<file path="src/rtl/sixstep_pkg.sv">
package sixstep_pkg;
  localparam int NPH = 3;
  localparam int SYNC_W = 7;

  // Which phases are modulated and which hold their low side on
  typedef struct packed {
    logic [NPH-1:0] pwm_sel;
    logic [NPH-1:0] low_sel;
  } drive_t;

  // Reverse direction: invert the six commutation codes, keep 000/111
  function automatic logic [2:0] fold_code(input logic [2:0] c, input logic rev);
    if (rev && (c != 3'b000) && (c != 3'b111)) return ~c;
    return c;
  endfunction

  // Phase index: 0 = A, 1 = B, 2 = C. Code bit 2 = A, bit 1 = B, bit 0 = C.
  function automatic drive_t code_to_drive(input logic [2:0] c);
    drive_t d;
    d = '0;
    case (c)
      3'b111: begin d.pwm_sel = 3'b001; d.low_sel = 3'b110; end
      3'b110: begin d.pwm_sel = 3'b010; d.low_sel = 3'b100; end
      3'b100: begin d.pwm_sel = 3'b001; d.low_sel = 3'b100; end
      3'b101: begin d.pwm_sel = 3'b001; d.low_sel = 3'b010; end
      3'b001: begin d.pwm_sel = 3'b100; d.low_sel = 3'b010; end
      3'b011: begin d.pwm_sel = 3'b100; d.low_sel = 3'b001; end
      3'b010: begin d.pwm_sel = 3'b010; d.low_sel = 3'b001; end
      default: d = '0;
    endcase
    return d;
  endfunction
endpackage

</file>
<file path="src/rtl/ss_sync.sv">
module ss_sync #(
  parameter int W = 1,
  parameter int STAGES = 2,
  parameter logic [W-1:0] RST_VAL = '0
) (
  input  logic         clk,
  input  logic         rst,
  input  logic [W-1:0] d,
  output logic [W-1:0] q
);
  logic [STAGES-1:0][W-1:0] chain;

  always_ff @(posedge clk) begin
    if (rst) begin
      for (int i = 0; i < STAGES; i++) chain[i] <= RST_VAL;
    end else begin
      for (int i = STAGES - 1; i > 0; i--) chain[i] <= chain[i-1];
      chain[0] <= d;
    end
  end

  assign q = chain[STAGES-1];
endmodule

</file>
<file path="src/rtl/ss_decode.sv">
module ss_decode
  import sixstep_pkg::*;
(
  input  logic           clk,
  input  logic           rst,
  input  logic [2:0]     code,
  input  logic           rev,
  input  logic           brake_n,
  input  logic           pwm,
  input  logic           freewheel,
  output logic [NPH-1:0] req_hi,
  output logic [NPH-1:0] req_lo
);
  drive_t drv_q;
  logic   pwm_q;
  logic   brake_q;
  logic   fw_q;

  always_ff @(posedge clk) begin
    if (rst) begin
      drv_q   <= '0;
      pwm_q   <= 1'b0;
      brake_q <= 1'b0;
      fw_q    <= 1'b0;
    end else begin
      drv_q   <= code_to_drive(fold_code(code, rev));
      pwm_q   <= pwm;
      brake_q <= ~brake_n;
      fw_q    <= freewheel;
    end
  end

  always_comb begin
    for (int p = 0; p < NPH; p++) begin
      req_hi[p] = !brake_q && drv_q.pwm_sel[p] && pwm_q;
      req_lo[p] = brake_q || drv_q.low_sel[p] ||
                  (drv_q.pwm_sel[p] && !fw_q && !pwm_q);
    end
  end
endmodule

</file>
<file path="src/rtl/ss_deadtime.sv">
module ss_deadtime #(
  parameter int DEAD_W = 6
) (
  input  logic              clk,
  input  logic              rst,
  input  logic [DEAD_W-1:0] dead,
  input  logic              req_hi,
  input  logic              req_lo,
  output logic              hi,
  output logic              lo
);
  localparam logic [DEAD_W-1:0] CNT_MAX = '1;

  logic [DEAD_W-1:0] off_cnt;
  logic              gap_ok;

  assign gap_ok = (off_cnt >= dead);

  always_ff @(posedge clk) begin
    if (rst) begin
      hi      <= 1'b0;
      lo      <= 1'b0;
      off_cnt <= '0;
    end else begin
      hi <= req_hi && !req_lo && (hi || (!lo && gap_ok));
      lo <= req_lo && !req_hi && (lo || (!hi && gap_ok));
      if (hi || lo)                off_cnt <= '0;
      else if (off_cnt != CNT_MAX) off_cnt <= off_cnt + 1'b1;
    end
  end
endmodule

</file>
<file path="src/rtl/sixstep_commutator.sv">
module sixstep_commutator
  import sixstep_pkg::*;
#(
  parameter int DEAD_W = 6,
  parameter int SYNC_STAGES = 2
) (
  input  logic              clk,
  input  logic              rst,
  input  logic              pwm_in,
  input  logic [2:0]        pos_code,
  input  logic              rev_dir,
  input  logic              brake_n,
  input  logic              freewheel_mode,
  input  logic [DEAD_W-1:0] dead_cycles,
  output logic [NPH-1:0]    gate_hi,
  output logic [NPH-1:0]    gate_lo
);
  // Vector order: {pwm, code[2:0], rev, brake_n, freewheel}; brake_n resets to 1
  localparam logic [SYNC_W-1:0] SYNC_RST = 7'b0_000_0_1_0;

  logic [SYNC_W-1:0] raw_in;
  logic [SYNC_W-1:0] syn;
  logic [NPH-1:0]    req_hi;
  logic [NPH-1:0]    req_lo;

  assign raw_in = {pwm_in, pos_code, rev_dir, brake_n, freewheel_mode};

  ss_sync #(.W(SYNC_W), .STAGES(SYNC_STAGES), .RST_VAL(SYNC_RST)) u_sync (
    .clk(clk), .rst(rst), .d(raw_in), .q(syn)
  );

  ss_decode u_dec (
    .clk(clk), .rst(rst),
    .code(syn[5:3]), .rev(syn[2]), .brake_n(syn[1]),
    .pwm(syn[6]), .freewheel(syn[0]),
    .req_hi(req_hi), .req_lo(req_lo)
  );

  for (genvar p = 0; p < NPH; p++) begin : g_phase
    ss_deadtime #(.DEAD_W(DEAD_W)) u_dt (
      .clk(clk), .rst(rst), .dead(dead_cycles),
      .req_hi(req_hi[p]), .req_lo(req_lo[p]),
      .hi(gate_hi[p]), .lo(gate_lo[p])
    );
  end
endmodule

</file>
<file path="config.mk">
export PLATFORM = sky130hd
export DESIGN_NAME = sixstep_commutator
export DESIGN_NICKNAME = d
export VERILOG_FILES = /design/src/rtl/sixstep_pkg.sv /design/src/rtl/ss_sync.sv /design/src/rtl/ss_decode.sv /design/src/rtl/ss_deadtime.sv /design/src/rtl/sixstep_commutator.sv
export SDC_FILE = /design/constraint.sdc
export NUM_CORES = 1
export LEC_CHECK = 0
export BUFFER_PORTS_ARGS = -buffer_cell sky130_fd_sc_hd__clkbuf_2
export CAP_MARGIN = 20
export CORE_ASPECT_RATIO = 0.9
export CORE_MARGIN = 8
export CORE_UTILIZATION = 40
export DETAILED_ROUTE_END_ITERATION = 8
export PLACE_DENSITY = 0.61
export SLEW_MARGIN = 20
export SYNTH_ARGS = -nofsm -noshare
export SYNTH_HDL_FRONTEND = slang
export SYNTH_SLANG_ARGS = --single-unit
</file>
<file path="constraint.sdc">
create_clock -name clk -period 3.2 [get_ports clk]
set_input_delay 0.48 -clock clk [delete_from_list [all_inputs] [get_ports clk]]
set_output_delay 0.48 -clock clk [all_outputs]
set_load 0.005 [all_outputs]
</file>
==> results.json <==
{
  "outcome": "finished clean",
  "postLayoutCellArea_sq_um": 2410,
  "hold_class": "in -> reg",
  "grt.overflow.total": 0,
  "cts_hold_buf": 0,
  "worstMarginPinSlew_ns": 0.492,
  "hold_viol": 0,
  "cts_resized": 0,
  "slew_viol_final": 0,
  "cts_tree": "yes",
  "syn_to_final_growth_pct": 8.49,
  "drc_errors": 0,
  "setup_viol": 0,
  "peakVddDrop_v": 0.000337,
  "via_per_inst": 4.98,
  "wire_per_inst_um": 12.3,
  "cp.arrival_ns": 1.85,
  "finClkSkew_ns": 0.00713,
  "cts_buffers": 5,
  "grt_pass1_vias": 1476,
  "dr.pass1.iters": 4,
  "end_kind": "flip-flop",
  "slew_headroom_pct": 66.4,
  "startpoint_type": "flip-flop",
  "clkTransAtPathRegs_ns": 0.10,
  "cap_violations": 0,
  "initial_utilization_pct": 41.9,
  "die_width_um": 94.6,
  "power.density_nw_per_um2": 458,
  "core_area_sq_um": 5320,
  "synthDistinctLibCells": 29,
  "cp.required_ns": 3.39,
  "antenna_found_initial": 0,
  "netlist_instances": 247,
  "grt_max_degree": 30,
  "avgSynthCellArea_sq_um": 9.01,
  "clock_latency_ns": 0.30,
  "fin_setup_tns_ns": 0,
  "ys_seq_elements": 47,
  "fin_nets": 294,
  "antenna_cells": 0,
  "hpwl_mm": 3.04,
  "grt_first_pass_wirelength_mm": 6.86,
  "cts_buffer_depth": 2,
  "max_freq_ghz": 0.600,
  "pin_count": 21,
  "detail_route.iter0.violations": 101,
  "antenna_left": 0,
  "criticalPathCategory": "reg -> reg",
  "fp-row-count": 25,
  "crit_fanout": 4,
  "rsz0062_at_grt": "false",
  "fin_crit_sh_pct": 52.1,
  "gp_congestion": 0.782,
  "synth.yosys.seq_area_share_pct": 42.3,
  "rrSetupSlack_ns": 1.53,
  "die_h_um": 86.8,
  "syn_area_sq_um": 2230,
  "syn-num-nets": 283,
  "root_buffer": "clkbuf_8",
  "postPlaceCellArea_sq_um": 2320,
  "dieArea_sq_um": 8210,
  "period_needed_ns": 1.67,
  "port_buffers": 20,
  "cts_setup_buffers": 0,
  "htree_num_levels": 2,
  "cts_sinks": 47,
  "yosysWarnings": 0,
  "p_leak_nw": 1.03,
  "layout_common_cells": "dfxtp_1, nor2_1, ha_1",
  "grtUsageTotal_pct": 10.5,
  "totalWireLength_mm": 4.00,
  "drive_above_1_share_pct": 11.6,
  "vias": 1622,
  "final_common_cell": "dfxtp_1"
}
==> final timing paths <==
check                                                start            endpoint  depth (start not counted)
worst max-delay path            g_phase[0].u_dt.off_cnt[0]  g_phase[0].u_dt.hi                          6
worst min-delay path                               brake_n     u_sync.chain[1]                          2
worst max register to register  g_phase[0].u_dt.off_cnt[0]  g_phase[0].u_dt.hi                          6
worst min register to register                 u_sync.q[1]       u_dec.brake_q                          1
==> area by class of cell <==
type	instances	area, sq um
sequential	47	941
clock buffer	5	68.8
clock inverter	3	27.5
tap	67	83.8
fill	532	2900
multi-input combinational	166	1130
timing repair buffer	20	100
inverter	18	67.6
==> synthesized netlist by cell type <==
cell type	count	area share, %
a2111oi_0	7	2.8
a2111oi_1	2	0.90
a21o_1	1	0.34
a21oi_1	19	4.3
a31oi_1	3	0.84
and3_1	6	1.7
buf_2	1	0.22
buf_4	6	2.0
buf_6	1	0.51
clkbuf_1	8	1.3
dfxtp_1	47	42
ha_1	21	12
inv_1	17	2.9
inv_2	1	0.17
mux2i_1	6	2.7
nand2_1	13	2.2
nand2b_1	3	0.84
nand3_1	7	1.6
nor2_1	21	3.5
nor2b_1	20	5.6
nor3_1	5	1.1
nor3_2	1	0.45
nor3b_1	4	1.3
o2111ai_1	3	1.2
o21ai_0	3	0.67
o21ai_1	3	0.67
or2_1	5	1.4
or3_1	4	1.1
xnor2_1	9	3.5
==> metal layers <==
metal / GRT usage (%) / vias up / wire length [um]
met1: 14.7 / 730 / 2200
met3: 3.63 / 7 / 187
li1: - / 858 / -
met4: 3.82 / 0 / 67
met2: 14.4 / 27 / 1550
met5: 0 / - / 0
==> report_power, final <==
group          switching (W)  internal [W]
sequential         0.0000199      0.000608
combinational      0.0000513     0.0000477
clock               0.000217      0.000162
==> metrics by stage <==
stage	total power [W]	utilization (%)	std cells	setup WS (ns)	hold WS (ns)
after floorplan	0.000713	-	247	1.61	0.363
after CTS	0.00112	45.4	326	1.53	0.346
after global routing	0.00116	45.4	326	1.37	0.337
after detailed placement	0.000740	43.6	318	1.26	0.370
final	0.00111	45.4	326	1.53	0.350
after global placement	0.000736	43.6	318	1.29	0.366
==> state kept, by name, indices dropped and copies added (netlist names), 3 cells and up <==
register,count
g_phase.u_dt.hi,3
g_phase.u_dt.lo,3
u_sync.q,7
u_dec.drv_q,6
u_sync.chain,7
g_phase.u_dt.off_cnt,18
==> worst max-delay path: stages (launching register included) <==
cell	delay, ns
dfxtp_1	0.41
inv_1	0.07
ha_1	0.27
nor2b_1	0.11
o21ai_1	0.12
a2111oi_0	0.48
nor2_1	0.10
==> kinds of logic after synthesis <==
group	synth area share, %
adder cells (fa/ha/maj)	11.8
AND/OR/NAND/NOR	20.9
buffers and inverters	7.14
flip-flops	42.3
AO/OA/AOI/OAI	11.6
XOR/XNOR	3.54
multiplexers	2.70
No activity file was read; power rests on OpenSTA's default activity.
